--- src/rtl/sbuf_serial_pkg.sv ---
package sbuf_serial_pkg;

  typedef enum logic [1:0] {
    SEL_CTRL = 2'd0,
    SEL_STAT = 2'd1,
    SEL_TXD  = 2'd2,
    SEL_RXD  = 2'd3
  } reg_sel_e;

  localparam int unsigned STAT_W = 8;

  // status bit positions
  localparam int unsigned ST_TDRE = 7;
  localparam int unsigned ST_RDRF = 6;
  localparam int unsigned ST_ORER = 5;
  localparam int unsigned ST_TEND = 2;
  localparam int unsigned ST_MPB  = 1;
  localparam int unsigned ST_MPBT = 0;
  localparam int unsigned ST_FLAG_LO = 2;

  // control bit positions
  localparam int unsigned CT_TIE = 7;
  localparam int unsigned CT_RIE = 6;
  localparam int unsigned CT_TE  = 5;
  localparam int unsigned CT_RE  = 4;

  localparam logic [STAT_W-1:0] STAT_RESET = 8'h84;

  // value a status write is taken as, after the transmitter-off override
  function automatic logic [STAT_W-1:0] effective_wval(
    input logic [STAT_W-1:0] wval,
    input logic              te
  );
    logic [STAT_W-1:0] r;
    r = wval;
    if (!te) begin
      r[ST_TDRE] = 1'b1;
      r[ST_TEND] = 1'b1;
    end
    return r;
  endfunction

  // flag update caused by a status write alone
  function automatic logic [STAT_W-1:0] status_after_write(
    input logic [STAT_W-1:0] cur,
    input logic [STAT_W-1:0] rmask,
    input logic [STAT_W-1:0] wval,
    input logic              te
  );
    logic [STAT_W-1:0] ev;
    logic [STAT_W-1:0] r;
    ev = effective_wval(wval, te);
    r  = cur;
    for (int b = ST_FLAG_LO; b < STAT_W; b++) begin
      r[b] = cur[b] & (~rmask[b] | ev[b]);
    end
    r[ST_MPB]  = cur[ST_MPB];
    r[ST_MPBT] = wval[ST_MPBT];
    if (!r[ST_TDRE]) r[ST_TEND] = 1'b0;
    return r;
  endfunction

  function automatic logic irq_combine(
    input logic [STAT_W-1:0] ctrl,
    input logic [STAT_W-1:0] stat
  );
    return (ctrl[CT_TIE] & stat[ST_TDRE]) | (ctrl[CT_RIE] & stat[ST_RDRF]);
  endfunction

endpackage

--- src/rtl/sbuf_tx_path.sv ---
module sbuf_tx_path #(
  parameter int unsigned DW = 8
) (
  input  logic          clk,
  input  logic          rst_n,
  input  logic          wr_txd,
  input  logic [DW-1:0] wval,
  input  logic          tdre,
  input  logic          tx_busy,
  output logic          launch,
  output logic [DW-1:0] tdr,
  output logic          tx_req,
  output logic [DW-1:0] tx_data
);

  localparam logic [DW-1:0] TDR_RESET = '1;

  logic [DW-1:0] tdr_q;
  logic [DW-1:0] txd_q;
  logic          req_q;

  // a byte is pending while the empty flag is low
  assign launch = ~tdre & ~tx_busy & ~req_q;

  always_ff @(posedge clk or negedge rst_n) begin
    if (!rst_n) begin
      tdr_q <= TDR_RESET;
      txd_q <= '0;
      req_q <= 1'b0;
    end else begin
      if (wr_txd) tdr_q <= wval;
      if (launch) txd_q <= tdr_q;
      req_q <= launch;
    end
  end

  assign tdr     = tdr_q;
  assign tx_req  = req_q;
  assign tx_data = txd_q;

  assert_req_one_cycle_R8: assert property (@(posedge clk) disable iff (!rst_n)
    req_q |=> !req_q);

  assert_req_carries_tdr_R8: assert property (@(posedge clk) disable iff (!rst_n)
    (launch && !wr_txd) |=> (tx_req && tx_data == tdr_q));

endmodule

--- src/rtl/sbuf_rx_path.sv ---
module sbuf_rx_path #(
  parameter int unsigned DW = 8
) (
  input  logic          clk,
  input  logic          rst_n,
  input  logic          rx_valid,
  input  logic [DW-1:0] rx_data,
  input  logic          rx_en,
  input  logic          rdrf,
  output logic          accept,
  output logic          overrun,
  output logic [DW-1:0] rdr
);

  logic [DW-1:0] rdr_q;
  logic          take;

  assign take    = rx_valid & rx_en;
  assign accept  = take & ~rdrf;
  assign overrun = take & rdrf;

  always_ff @(posedge clk or negedge rst_n) begin
    if (!rst_n) rdr_q <= '0;
    else if (accept) rdr_q <= rx_data;
  end

  assign rdr = rdr_q;

  assert_overrun_drops_byte_R9: assert property (@(posedge clk) disable iff (!rst_n)
    overrun |=> $stable(rdr_q));

  assert_rx_off_ignored_R9: assert property (@(posedge clk) disable iff (!rst_n)
    (rx_valid && !rx_en) |=> $stable(rdr_q));

endmodule

--- src/rtl/sbuf_status_reg.sv ---
module sbuf_status_reg
  import sbuf_serial_pkg::*;
(
  input  logic              clk,
  input  logic              rst_n,
  input  logic              rd_stat,
  input  logic              wr_stat,
  input  logic              wr_txd,
  input  logic              rd_rxd,
  input  logic              rx_off_write,
  input  logic [STAT_W-1:0] wval,
  input  logic              te,
  input  logic              launch,
  input  logic              tx_done,
  input  logic              rx_accept,
  input  logic              rx_overrun,
  output logic [STAT_W-1:0] status
);

  logic [STAT_W-1:0] stat_q, stat_d;
  logic [STAT_W-1:0] rmask_q, rmask_d;
  logic [STAT_W-1:0] after_bus;
  logic              hw_set;

  always_comb begin
    after_bus = stat_q;
    if (wr_stat) after_bus = status_after_write(stat_q, rmask_q, wval, te);

    stat_d = after_bus;
    if (wr_txd)       stat_d[ST_TEND] = 1'b0;
    if (rx_off_write) stat_d[ST_TDRE] = 1'b1;
    if (rd_rxd)       stat_d[ST_RDRF] = 1'b0;
    if (launch)       stat_d[ST_TDRE] = 1'b1;
    if (tx_done && after_bus[ST_TDRE]) stat_d[ST_TEND] = 1'b1;
    if (rx_accept)    stat_d[ST_RDRF] = 1'b1;
    if (rx_overrun)   stat_d[ST_ORER] = 1'b1;
  end

  always_comb begin
    rmask_d = rmask_q;
    if (rd_stat)      rmask_d = rmask_q | stat_q;
    else if (wr_stat) rmask_d = rmask_q & effective_wval(wval, te);
  end

  always_ff @(posedge clk or negedge rst_n) begin
    if (!rst_n) begin
      stat_q  <= STAT_RESET;
      rmask_q <= '0;
    end else begin
      stat_q  <= stat_d;
      rmask_q <= rmask_d;
    end
  end

  assign status = stat_q;
  assign hw_set = launch | tx_done | rx_accept | rx_overrun;

  assert_write_never_sets_R3: assert property (@(posedge clk) disable iff (!rst_n)
    (wr_stat && !hw_set) |=>
      ((stat_q[STAT_W-1:ST_FLAG_LO] & ~$past(stat_q[STAT_W-1:ST_FLAG_LO])) == '0));

  assert_unread_flag_kept_R3: assert property (@(posedge clk) disable iff (!rst_n)
    (wr_stat && !rmask_q[ST_RDRF] && stat_q[ST_RDRF]) |=> stat_q[ST_RDRF]);

  assert_tend_needs_tdre_R7: assert property (@(posedge clk) disable iff (!rst_n)
    stat_q[ST_TEND] |-> stat_q[ST_TDRE]);

  assert_tx_off_holds_R6: assert property (@(posedge clk) disable iff (!rst_n)
    (wr_stat && !te && stat_q[ST_TDRE]) |=> stat_q[ST_TDRE]);

  assert_launch_sets_tdre_R8: assert property (@(posedge clk) disable iff (!rst_n)
    launch |=> stat_q[ST_TDRE]);

  assert_mpb_zero_R5: assert property (@(posedge clk) disable iff (!rst_n)
    !stat_q[ST_MPB]);

endmodule

--- src/rtl/sbuf_serial_status.sv ---
module sbuf_serial_status
  import sbuf_serial_pkg::*;
#(
  parameter int unsigned DW = 8
) (
  input  logic          clk,
  input  logic          rst_n,
  input  logic [1:0]    bus_sel,
  input  logic          bus_wr,
  input  logic          bus_rd,
  input  logic [DW-1:0] bus_wdata,
  output logic [DW-1:0] bus_rdata,
  output logic          tx_req,
  output logic [DW-1:0] tx_data,
  input  logic          tx_busy,
  input  logic          tx_done,
  input  logic          rx_valid,
  input  logic [DW-1:0] rx_data,
  output logic          irq
);

  reg_sel_e          sel;
  logic              rd_ok;
  logic              wr_ctrl, wr_stat, wr_txd;
  logic              rd_stat, rd_rxd;
  logic              rx_off_write;
  logic [STAT_W-1:0] ctrl_q;
  logic [STAT_W-1:0] wval8;
  logic [STAT_W-1:0] status;
  logic [DW-1:0]     tdr, rdr;
  logic              launch, rx_accept, rx_overrun;

  assign sel     = reg_sel_e'(bus_sel);
  assign rd_ok   = bus_rd & ~bus_wr;
  assign wval8   = bus_wdata[STAT_W-1:0];
  assign wr_ctrl = bus_wr & (sel == SEL_CTRL);
  assign wr_stat = bus_wr & (sel == SEL_STAT);
  assign wr_txd  = bus_wr & (sel == SEL_TXD);
  assign rd_stat = rd_ok  & (sel == SEL_STAT);
  assign rd_rxd  = rd_ok  & (sel == SEL_RXD);
  assign rx_off_write = wr_ctrl & ~wval8[CT_RE];

  always_ff @(posedge clk or negedge rst_n) begin
    if (!rst_n) ctrl_q <= '0;
    else if (wr_ctrl) ctrl_q <= wval8;
  end

  sbuf_status_reg u_status (
    .clk          (clk),
    .rst_n        (rst_n),
    .rd_stat      (rd_stat),
    .wr_stat      (wr_stat),
    .wr_txd       (wr_txd),
    .rd_rxd       (rd_rxd),
    .rx_off_write (rx_off_write),
    .wval         (wval8),
    .te           (ctrl_q[CT_TE]),
    .launch       (launch),
    .tx_done      (tx_done),
    .rx_accept    (rx_accept),
    .rx_overrun   (rx_overrun),
    .status       (status)
  );

  sbuf_tx_path #(.DW(DW)) u_tx (
    .clk     (clk),
    .rst_n   (rst_n),
    .wr_txd  (wr_txd),
    .wval    (bus_wdata),
    .tdre    (status[ST_TDRE]),
    .tx_busy (tx_busy),
    .launch  (launch),
    .tdr     (tdr),
    .tx_req  (tx_req),
    .tx_data (tx_data)
  );

  sbuf_rx_path #(.DW(DW)) u_rx (
    .clk      (clk),
    .rst_n    (rst_n),
    .rx_valid (rx_valid),
    .rx_data  (rx_data),
    .rx_en    (ctrl_q[CT_RE]),
    .rdrf     (status[ST_RDRF]),
    .accept   (rx_accept),
    .overrun  (rx_overrun),
    .rdr      (rdr)
  );

  always_comb begin
    unique case (sel)
      SEL_CTRL: bus_rdata = DW'(ctrl_q);
      SEL_STAT: bus_rdata = DW'(status);
      SEL_TXD:  bus_rdata = tdr;
      default:  bus_rdata = rdr;
    endcase
  end

  assign irq = irq_combine(ctrl_q, status);

  assert_rx_off_sets_tdre_R10: assert property (@(posedge clk) disable iff (!rst_n)
    rx_off_write |=> status[ST_TDRE]);

  assert_irq_has_source_R11: assert property (@(posedge clk) disable iff (!rst_n)
    irq |-> (status[ST_TDRE] | status[ST_RDRF]));

  assert_ctrl_readback_R2: assert property (@(posedge clk) disable iff (!rst_n)
    wr_ctrl |=> (ctrl_q == $past(wval8)));

endmodule

--- config.mk ---
export PLATFORM = sky130hd
export DESIGN_NAME = sbuf_serial_status
export DESIGN_NICKNAME = d
export VERILOG_FILES = /design/src/rtl/sbuf_serial_pkg.sv /design/src/rtl/sbuf_tx_path.sv /design/src/rtl/sbuf_rx_path.sv /design/src/rtl/sbuf_status_reg.sv /design/src/rtl/sbuf_serial_status.sv
export SDC_FILE = /design/constraint.sdc
export NUM_CORES = 1
export LEC_CHECK = 0
export ABC_CLOCK_PERIOD_IN_PS = 2900
export BUFFER_PORTS_ARGS = -buffer_cell sky130_fd_sc_hd__buf_2
export CORE_MARGIN = 2
export CORE_UTILIZATION = 48
export DETAILED_ROUTE_END_ITERATION = 12
export GPL_TIMING_DRIVEN = 0
export PLACE_DENSITY_LB_ADDON = 0.12
export SLEW_MARGIN = 40
export SYNTH_ARGS = -nofsm -noshare
export SYNTH_HDL_FRONTEND = slang
export SYNTH_HIERARCHICAL = 1
export SYNTH_SLANG_ARGS = --single-unit
export TNS_END_PERCENT = 5
--- constraint.sdc ---
create_clock -name clk -period 2.9 [get_ports clk]
set_input_delay 0.145 -clock clk [delete_from_list [all_inputs] [get_ports clk]]
set_output_delay 0.145 -clock clk [all_outputs]
set_load 0.02 [all_outputs]
==> results_dict.tcl, run 1 <==
set metrics [dict create \
    grt_max_degree 47 \
    r2r_slack_ns 1.47 \
    initial_core_util_pct 49.0 \
    worst_pin_slew_ns 0.651 \
    post-place-ws_ns 1.32 \
    r2r-end "u_tx/tx_data[3]" \
    async_reset_ff_share_pct 100 \
    final_nets 216 \
    first_iter_violations 52 \
    rsz0062_at_grt "false" \
    via_per_inst 5.59 \
    h-tree-depth 2 \
    ys_types 32 \
    clkSlewWorstSetupHoldPaths_ns 0.09 \
    rows 24 \
    die_y_microns 70.2 \
    hold_violations 0 \
    synth_seq_cells 46 \
    hold_class "primary input to register" \
    synth_fa_ha_area_share_pct 0 \
    cp-end-kind "output port" \
    gp_congestion 0.723 \
    avgSynthCellArea_sq_um 14.9 \
    synth-compound-area-share_pct 5.65 \
    period_minus_slack_ns 1.57 \
    synth_simple_gate_area_share_pct 9.82 \
    cp.required_ns 2.76 \
    overflow 0 \
    ys_top_cells_by_area "dfrtp_1 43%, mux2_2 18%, dfstp_2 12%, mux4_2 7.5%, o21ai_0 2.4%" \
    synth_top_family_by_area "multiplexers" \
    clk_latency_ns 0.31 \
    hpwl_microns 3080 \
    ant_nets 0 \
    holdPathStages 2 \
    arrival_ns 1.42 \
    max-slew-margin-rel_pct 56.0 \
    maxSlewViolCount 0 \
    power.density_mw_per_mm2 795 \
    finalSetupTns_ns 0 \
    syn_to_final_growth_pct 18.3 \
    clock.fmax_mhz 638 \
    clockBufferDepth 2 \
    ys_warn_count 6 \
    diodes 0 \
    synth_top_area_share_pct 42.8 \
    critPathMaxStageDelay_ns 0.48 \
    setup.worst_path.start "ctrl_q[5]" \
    grt_pass1_vias 1420 \
    final_cell_mix "43 x buf_2, 36 x dfrtp_1, 33 x mux2_2, 10 x o21ai_0, 10 x dfstp_2" \
    root_buffer "clkbuf_8" \
    irDropWorstVdd_mv 0.420 \
    totalWireLength_microns 4310 \
    path_class "register to output port" \
    core_sq_mm 0.00429 \
    syn_nets 166 \
    outcome "finished, final reports clean" \
    synth_ff_type "dfrtp_1" \
    holdWs_ns 0.0604 \
    portBuffers 42 \
    synth_cells 141 \
    grt_antenna_before_repair 0 \
    yosys.area.top_type "dfrtp_1" \
    drv_cap 0 \
    grt_pass1_wl_microns 7040 \
    synth_edf_count 0 \
    cts.sinks 46 \
    drc 0 \
    finalSetupViolCount 0 \
    worstPathCellList "mux4_2, buf_2" \
    p_leak_nw 1.14 \
    muxShareOfSynthArea_pct 26.4 \
    cp_max_fo 6 \
    fin_worst_skew_ns 0.00912 \
    die_width_microns 70.2 \
    dieArea_sq_mm 0.00493 \
    cp_top_family "multiplexers" \
    reg2reg_from "u_status/status[7]" \
    io_pins 43 \
    critPathBufInv 1 \
    cp.depth 2 \
    vias 1365 \
    final_common_cell "buf_2" \
    fin_ws_ns 1.33 \
    critical_path.slowest_cell "mux4_2" \
    post_cts_resized 0 \
    routedWlPerCell_microns 17.7 \
    fin_crit_sh_pct 54.0 \
    netlist_area_sq_mm 0.00210 \
    start_kind "register" \
    synth_xor_area_share_pct 0 \
    cts_tree "yes" \
    cts_buffers 5 \
    grt_usage_pct 19.3 \
    worst_r2r_path_depth 2 \
    drive_gt1_share_pct 58.3 \
    ys_seq_area_share_pct 55.3 \
    worstSetupEndpoint "bus_rdata[5]" \
    dr.pass1.iters 4 \
]
power by group:
group          switching, W  total, W  internal (W)  leakage [nW]
combinational      0.000292  0.000600      0.000308         0.555
sequential         0.000132  0.000990      0.000858         0.542
clock              0.000220  0.000389      0.000169        0.0441
total              0.000643   0.00198       0.00134          1.14
through the flow:
step	cell area, sq um	power (W)	util [%]	instances
2_1_floorplan	2100	0.00139	-	141
3_3_place_gp	2380	0.00157	55.4	235
3_5_place_dp	2390	0.00161	55.6	235
4_1_cts	2490	0.00200	57.9	244
5_1_grt	2490	0.00209	57.9	244
6_report	2490	0.00198	57.9	244
cell usage after synthesis (2+ instances only):
library cell	count
and3b_1	2
buf_4	2
dfstp_2	10
o31a_1	2
dfrtp_1	36
mux4_2	7
o21ai_0	10
buf_2	2
inv_1	5
a21oi_1	2
nand2_1	6
nand3b_1	4
mux2_2	33
nor2_1	2
routing by layer:
metal  up-vias  GRT usage [%]  routed length, microns
met5         -              0                       0
met4         0           9.40                      81
met3         7           4.18                     175
met2        33           32.3                    2240
met1       700           23.8                    1810
li1        625              -                       -
worst min path at each step:
stage                          start         endpoint  slack [ns]
final                     rx_data[7]      u_rx/rdr[7]        0.06
after global routing      rx_data[7]      u_rx/rdr[7]        0.06
after global placement         rst_n  u_tx/tx_data[4]        0.34
after floorplan                rst_n        ctrl_q[0]       -0.15
after CTS                 rx_data[7]      u_rx/rdr[7]        0.06
after detailed placement       rst_n      u_rx/rdr[4]        0.18
flip-flops by register name, summed over array words and instances, names as in the netlist:
register / flops
ctrl_q: 8
u_rx/rdr: 8
u_status/rmask_q: 6
u_status/status: 7
u_tx/tdr: 8
u_tx/tx_data: 8
u_tx/tx_req: 1
cell type report:
cell class              count  area, sq um
fillers                   357         1810
flip-flops and latches     46         1160
multi-input cells          85          891
repair buffers             43          223
clock buffers               5         68.8
well taps                  52         65.1
plain buffers               5         36.3
clock inverters             3         21.3
inverters                   5         18.8
timing repair:
action,4_1_cts,5_1_grt
hold buffers,1,0
hold endpoints to repair,36,0
buffers inserted,0,0
kinds of logic after synthesis:
| kind of cell | count (synthesis) |
|---|---|
| mux | 41 |
| flops | 46 |
| compound gates | 19 |
| buf+inv | 10 |
| simple gates | 24 |
| other cells | 1 |
Note: power is estimated with default switching activity, not from simulation.
==> run 2, diff against run 1 <==
--- a/config.mk
+++ b/config.mk
@@ -5,7 +5,7 @@
 export SDC_FILE = /design/constraint.sdc
 export NUM_CORES = 1
 export LEC_CHECK = 0
-export ABC_CLOCK_PERIOD_IN_PS = 2900
+export ABC_CLOCK_PERIOD_IN_PS = 1500
 export BUFFER_PORTS_ARGS = -buffer_cell sky130_fd_sc_hd__buf_2
 export CORE_MARGIN = 2
 export CORE_UTILIZATION = 48
==> constraint.sdc (replaced) <==
create_clock -name clk -period 1.5 [get_ports clk]
set_input_delay 0.075 -clock clk [delete_from_list [all_inputs] [get_ports clk]]
set_output_delay 0.075 -clock clk [all_outputs]
set_load 0.02 [all_outputs]
==> results_dict.tcl, run 2 (synthesized netlist as in run 1, its figures left out) <==
set metrics [dict create \
    clkSlewWorstSetupHoldPaths_ns 0.09 \
    final_nets 223 \
    critical_path.slowest_cell "dfrtp_2" \
    initial_core_util_pct 49.0 \
    io_pins 43 \
    critPathBufInv 1 \
    totalWireLength_microns 4350 \
    r2r-end "u_tx/tx_data[3]" \
    drc 0 \
    diodes 0 \
    final_cell_mix "43 x buf_2, 34 x dfrtp_1, 33 x mux2_2, 10 x o21ai_0, 10 x dfstp_2" \
    utilization_pct 59.6 \
    outcome "finished, final reports clean" \
    cp.required_ns 1.42 \
    place_area_sq_mm 0.00239 \
    cp_max_fo 6 \
    reg2reg_from "u_status/status[7]" \
    irDropWorstVdd_mv 0.810 \
    worstPathCellList "mux4_2, buf_2" \
    routedWlPerCell_microns 17.3 \
    hp-start "tx_busy" \
    worst_pin_slew_ns 0.636 \
    clock.fmax_mhz 678 \
    hold_class "primary input to register" \
    critPathMaxStageDelay_ns 0.46 \
    drv_cap 0 \
    cts.sinks 46 \
    worstHoldEndpoint "u_tx/tx_req" \
    rsz0062_at_grt "true" \
    grt_max_degree 47 \
    via_per_inst 5.51 \
    gp_congestion 0.723 \
    maxSlewViolCount 0 \
    h-tree-depth 2 \
    stdcell_area_sq_mm 0.00256 \
    start_kind "register" \
    cts_buffers 5 \
    finalSetupViolCount 0 \
    grt_pass1_wl_microns 7100 \
    report.power.total_w 0.00385 \
    clockBufferDepth 2 \
    path_class "register to output port" \
    portBuffers 42 \
    grt_pass1_vias 1432 \
    core_sq_mm 0.00429 \
    max-slew-margin-rel_pct 57.0 \
    cts_tree "yes" \
    cp_top_family "flip-flops" \
    final_common_cell "buf_2" \
    rows 24 \
    arrival_ns 1.40 \
    first_iter_violations 58 \
    p_leak_nw 1.17 \
    ant_nets 0 \
    dr.pass1.iters 4 \
    worst_r2r_path_depth 2 \
    period_minus_slack_ns 1.48 \
    die_width_microns 70.2 \
    holdPathStages 2 \
    drive_gt1_share_pct 57.8 \
    r2r_slack_ns 0.07 \
    power.density_mw_per_mm2 1500 \
    fin_crit_sh_pct 98.4 \
    die_y_microns 70.2 \
    cp-end-kind "output port" \
    grt_usage_pct 19.5 \
    fin_worst_skew_ns 0.00912 \
    syn_to_final_growth_pct 21.6 \
    hold_violations 0 \
    vias 1382 \
    hpwl_microns 3080 \
    dieArea_sq_mm 0.00493 \
    overflow 0 \
    root_buffer "clkbuf_8" \
    grt_antenna_before_repair 0 \
    clk_latency_ns 0.31 \
]
[run 2: cell types whose count changed in the layout (fill, tap and decap cells not counted), sizes merged]
cell	previous run	this run
buf	47	48
dlygate4sd3	1	7
[run 2: how the worst max path moves through the flow]
stage               slack [ns]             endpoint                from  cells past startpoint
floorplan                 0.23      u_tx/tx_data[0]         u_tx/tx_req                      2
global placement         -0.17  u_status/rmask_q[5]          bus_sel[0]                      5
detailed placement      -0.008          u_tx/tdr[1]          bus_sel[1]                      5
CTS                      0.009         bus_rdata[4]           ctrl_q[4]                      2
global route             -0.01      u_tx/tx_data[3]  u_status/status[7]                      2
finish                    0.02         bus_rdata[5]           ctrl_q[5]                      2
[run 2: timing repair]
action                                  in CTS  in global routing
hold endpoints to repair                    41                  2
pin swaps                                    0                  0
gates resized for setup                      1                  1
endpoints found under the setup margin       1                  4
hold buffers                                 6                  1
buffers inserted                             0                  1
[run 2: metrics by stage]
stage          std cells  hold WS, ns  TNS (ns)  worst slack, ns
2_1_floorplan        141       -0.221         0            0.233
3_3_place_gp         235        0.274    -0.898           -0.173
3_5_place_dp         235        0.114  -0.00833         -0.00833
4_1_cts              249     0.000553         0          0.00919
5_1_grt              251     -0.00394   -0.0367          -0.0147
6_report             251      0.00278         0           0.0241
[run 2: layout make-up]
| cell class | instances | area [sq um] |
|---|---|---|
| fill | 352 | 1740 |
| sequential | 46 | 1170 |
| multi-input combinational | 85 | 891 |
| timing repair buffer | 50 | 290 |
| clock buffer | 5 | 68.8 |
| tap | 52 | 65.1 |
| buffer | 5 | 36.3 |
| clock inverter | 3 | 21.3 |
| inverter | 5 | 18.8 |
[run 2: metal layers]
metal  global-route usage, %  routed length, microns  part of all wire, %  vias up
met4                    9.40                      81                  1.9        0
met5                       0                       0                    0        -
li1                        -                       -                    -      641
met3                    4.18                     171                  3.9        7
met2                    32.7                    2270                   52       35
met1                    23.9                    1820                   42      699
[run 2: power breakdown]
part           switching [W]  internal, W  total, W
Combinational       0.000571     0.000611   0.00118
Clock               0.000423     0.000327  0.000750
Sequential          0.000250      0.00166   0.00191
